**src/rtl/dtog_bank.sv**
```systemverilog
module dtog_bank #(
  parameter int NUM_EP = 16,
  parameter int EP_W   = $clog2(NUM_EP)
) (
  input  logic              clk_i,
  input  logic              rst_ni,
  input  logic              upd_en_i,
  input  logic [EP_W-1:0]   upd_ep_i,
  input  logic [NUM_EP-1:0] clr_i,
  output logic [NUM_EP-1:0] tog_o
);
  logic [NUM_EP-1:0] tog_q;

  for (genvar i = 0; i < NUM_EP; i++) begin : g_ep
    logic hit;
    assign hit = upd_en_i && (upd_ep_i == EP_W'(i));

    always_ff @(posedge clk_i or negedge rst_ni) begin
      if (!rst_ni)        tog_q[i] <= 1'b0;
      else if (clr_i[i])  tog_q[i] <= 1'b0;   // clear wins over flip
      else if (hit)       tog_q[i] <= ~tog_q[i];
    end


    flip_on_accept_chk: assert property (@(posedge clk_i) disable iff (!rst_ni)
      (hit && !clr_i[i]) |=> (tog_q[i] != $past(tog_q[i])));

    hold_when_idle_chk: assert property (@(posedge clk_i) disable iff (!rst_ni)
      (!hit && !clr_i[i]) |=> $stable(tog_q[i]));

    clear_to_data0_chk: assert property (@(posedge clk_i) disable iff (!rst_ni)
      clr_i[i] |=> !tog_q[i]);
  end

  assign tog_o = tog_q;
endmodule

```
**config.mk**
```make
export PLATFORM = sky130hd
export DESIGN_NAME = dtog_bank
export DESIGN_NICKNAME = d
export VERILOG_FILES = /design/src/rtl/dtog_bank.sv
export SDC_FILE = /design/constraint.sdc
export NUM_CORES = 1
export LEC_CHECK = 0
export BUFFER_PORTS_ARGS = -buffer_cell sky130_fd_sc_hd__buf_2
export CORE_MARGIN = 2
export CORE_UTILIZATION = 46
export DETAILED_ROUTE_END_ITERATION = 8
export PLACE_DENSITY = 0.84
export SKIP_CTS_REPAIR_TIMING = 1
export SYNTH_ARGS = -nofsm -noshare
export SYNTH_HDL_FRONTEND = slang
export SYNTH_SLANG_ARGS = --single-unit
```
**constraint.sdc**
```tcl
create_clock -name clk_i -period 2.15 [get_ports clk_i]
set_clock_uncertainty 0.2 [all_clocks]
set_input_delay 0.43 -clock clk_i [delete_from_list [all_inputs] [get_ports clk_i]]
set_output_delay 0.43 -clock clk_i [all_outputs]
set_load 0.03 [all_outputs]
```
==> metrics.cfg <==
[cells_and_area]
nNetsFinal = 138
fin_area_um2 = 977
largest_reg_flops = 16
final-seq-area_um2 = 400
areaGrowthSynthToFinish_pct = 32.8
fin_util = 0.649
drive_gt1_frac = 0.368
multi_input_area_um2 = 320
antenna_cells = 0
final_cells = 130
nFillCells = 129

[timing]
min_period_over_period = 0.744
fin_crit_ps = 1600
hold_violations = 0
fin_tns_setup_ps = 0
hold_slack_ps = 79.9
rsz0062_at_grt = no
max_clock_freq_mhz = 625
max_slew_margin = 0.760
worstMarginPinSlew_ps = 360
final-max-slew-violation-count = 0
finalSetupViolCount = 0

[grt]
overflow = 0
grt_max_degree = 17
grt_first_pass_wirelength_um = 2930
antenna_found_initial = 0
grt_use_total = 0.202
grt_pass1_vias = 684

[routing]
drc_errors = 0
dr.pass1.iters = 4
viasPerCell = 5.88
drt_iter0_drc = 5
routed_wl_um = 1720
wl_per_cell_um = 13.2
num_vias = 764
final_antenna_net_count = 0

[yosys]
syn_area_um2 = 736
synth_enable_flop_cells = 0
async_flop_share = 1.00
ys_seq_area_frac = 0.544
syn_inst = 74
syn_nets = 97
yosysTopAreaCellShare = 0.544
yosysWarnings = 0
ys_ff_latch = 16
synthXorXnorAreaFrac = 0
synthTopCellsByArea = dfrtp_1 54%, a21oi_1 11%, or3_1 10%
yosys.area_share.simple = 0.204
synth_fa_ha_area_frac = 0
synth_top_family_by_area = compound AO/OA/AOI/OAI gates
muxShareOfSynthArea = 0
synth-compound-area-share = 0.231
synthTopCellsByCount = 16 x a21oi_1, 16 x dfrtp_1, 12 x o21ai_0, 12 x or3_1
yosys.area.top_type = dfrtp_1
synth_area_per_cell_um2 = 9.94
synth_cell_types = 12
synth_ff_type = dfrtp_1

[die]
core_um2 = 1510
num_io_pins = 39
initial_utilization = 0.488
die-area_um2 = 1940
die_w_um = 44.0
rows = 14
die_h_um = 44.0

[placement]
placed_cells = 125
dp.final_hpwl_um = 1290
io_buffers = 38
routabilityCongestion = 0.751
place_area_um2 = 931

[critical_path]
worstPathRequired_ps = 2160
endpoint_kind = flop
worstPathArrival_ps = 1610
cp-start-kind = primary input
path_class = primary input to flop
r2r_slack_ps = 850
worstPathMaxFanout = 8

[cts]
clk_latency_ps = 280
cts_buffers = 3
ctsRootBufferMaster = clkbuf_4
cts_max_level = 1
cts_sinks = 16
cts_tree = built
cts_buffer_depth = 2
cts.reportedPaths.clkPinSlew_ps = 100

[power]
p_leak_nw = 0.477
peakVddDrop_uv = 417
power-per-cell-area_nw_per_um2 = 593

[run]
maxCapViolCount = 0

[run_status]
status = complete, no violations

[worst_hold_path]
min_path_type = primary input to flop

-- cell families (layout without fill, tap and decap cells) --
logic type / Yosys count / in the layout
DFF: 16 / 16
AOI/OAI and AO/OA: 32 / 32
buffers and inverters: 3 / 43
and+or+nand+nor: 23 / 23
-- worst paths after layout --
check                                     start                   end  cells after the start
max                                 upd_ep_i[2]  tog_o[0]$_DFFE_PN0P_                      4
min in group asynchronous                rst_ni  tog_o[0]$_DFFE_PN0P_                      2
max in group asynchronous                rst_ni  tog_o[2]$_DFFE_PN0P_                      2
min reg2reg                tog_o[5]$_DFFE_PN0P_  tog_o[5]$_DFFE_PN0P_                      2
min                                    clr_i[6]  tog_o[6]$_DFFE_PN0P_                      2
max reg2reg                tog_o[4]$_DFFE_PN0P_  tog_o[4]$_DFFE_PN0P_                      2
-- cell usage in the layout (no fill, tap or decap) --
master / instances
nand3b_1: 2
clkbuf_8: 1
or4_1: 4
dlygate4sd3_1: 1
o31ai_1: 4
buf_2: 38
nand2_1: 1
dfrtp_1: 16
nand3_1: 1
a21oi_1: 16
nand2b_1: 2
or3b_1: 1
o21ai_0: 12
or3_1: 12
clkbuf_4: 3
-- power breakdown --
part | switching, mW | internal [mW] | total (mW)
logic | 0.0468 | 0.0278 | 0.0746
clock network | 0.0913 | 0.103 | 0.194
registers | 0.00392 | 0.307 | 0.311
-- critical path, cell delays in order --
cell and delay (ps):
buf_2 110, or3b_1 490, or4_1 430, a21oi_1 150
-- metrics by stage --
step | total power [mW] | setup WS (ps)
3_5_place_dp | 0.390 | 276
3_3_place_gp | 0.388 | 316
5_1_grt | 0.610 | 498
2_1_floorplan | 0.352 | 429
4_1_cts | 0.583 | 572
6_report | 0.579 | 550
-- per-layer routing --
metal | wire length, um | share of wire | vias up | global-route usage
li1 | - | - | 366 | -
met1 | 684 | 0.40 | 369 | 0.268
met2 | 904 | 0.53 | 27 | 0.324
met3 | 110 | 0.064 | 2 | 0.0250
met4 | 19 | 0.011 | 0 | 0.103
met5 | 0 | 0 | - | 0
-- layout make-up --
type | instances | area share
repair buffers | 39 | 0.205
well taps | 16 | 0.0205
multi-input cells | 55 | 0.328
flip-flops and latches | 16 | 0.410
clock buffers | 4 | 0.0371
No activity file was read; power rests on OpenSTA's default activity.
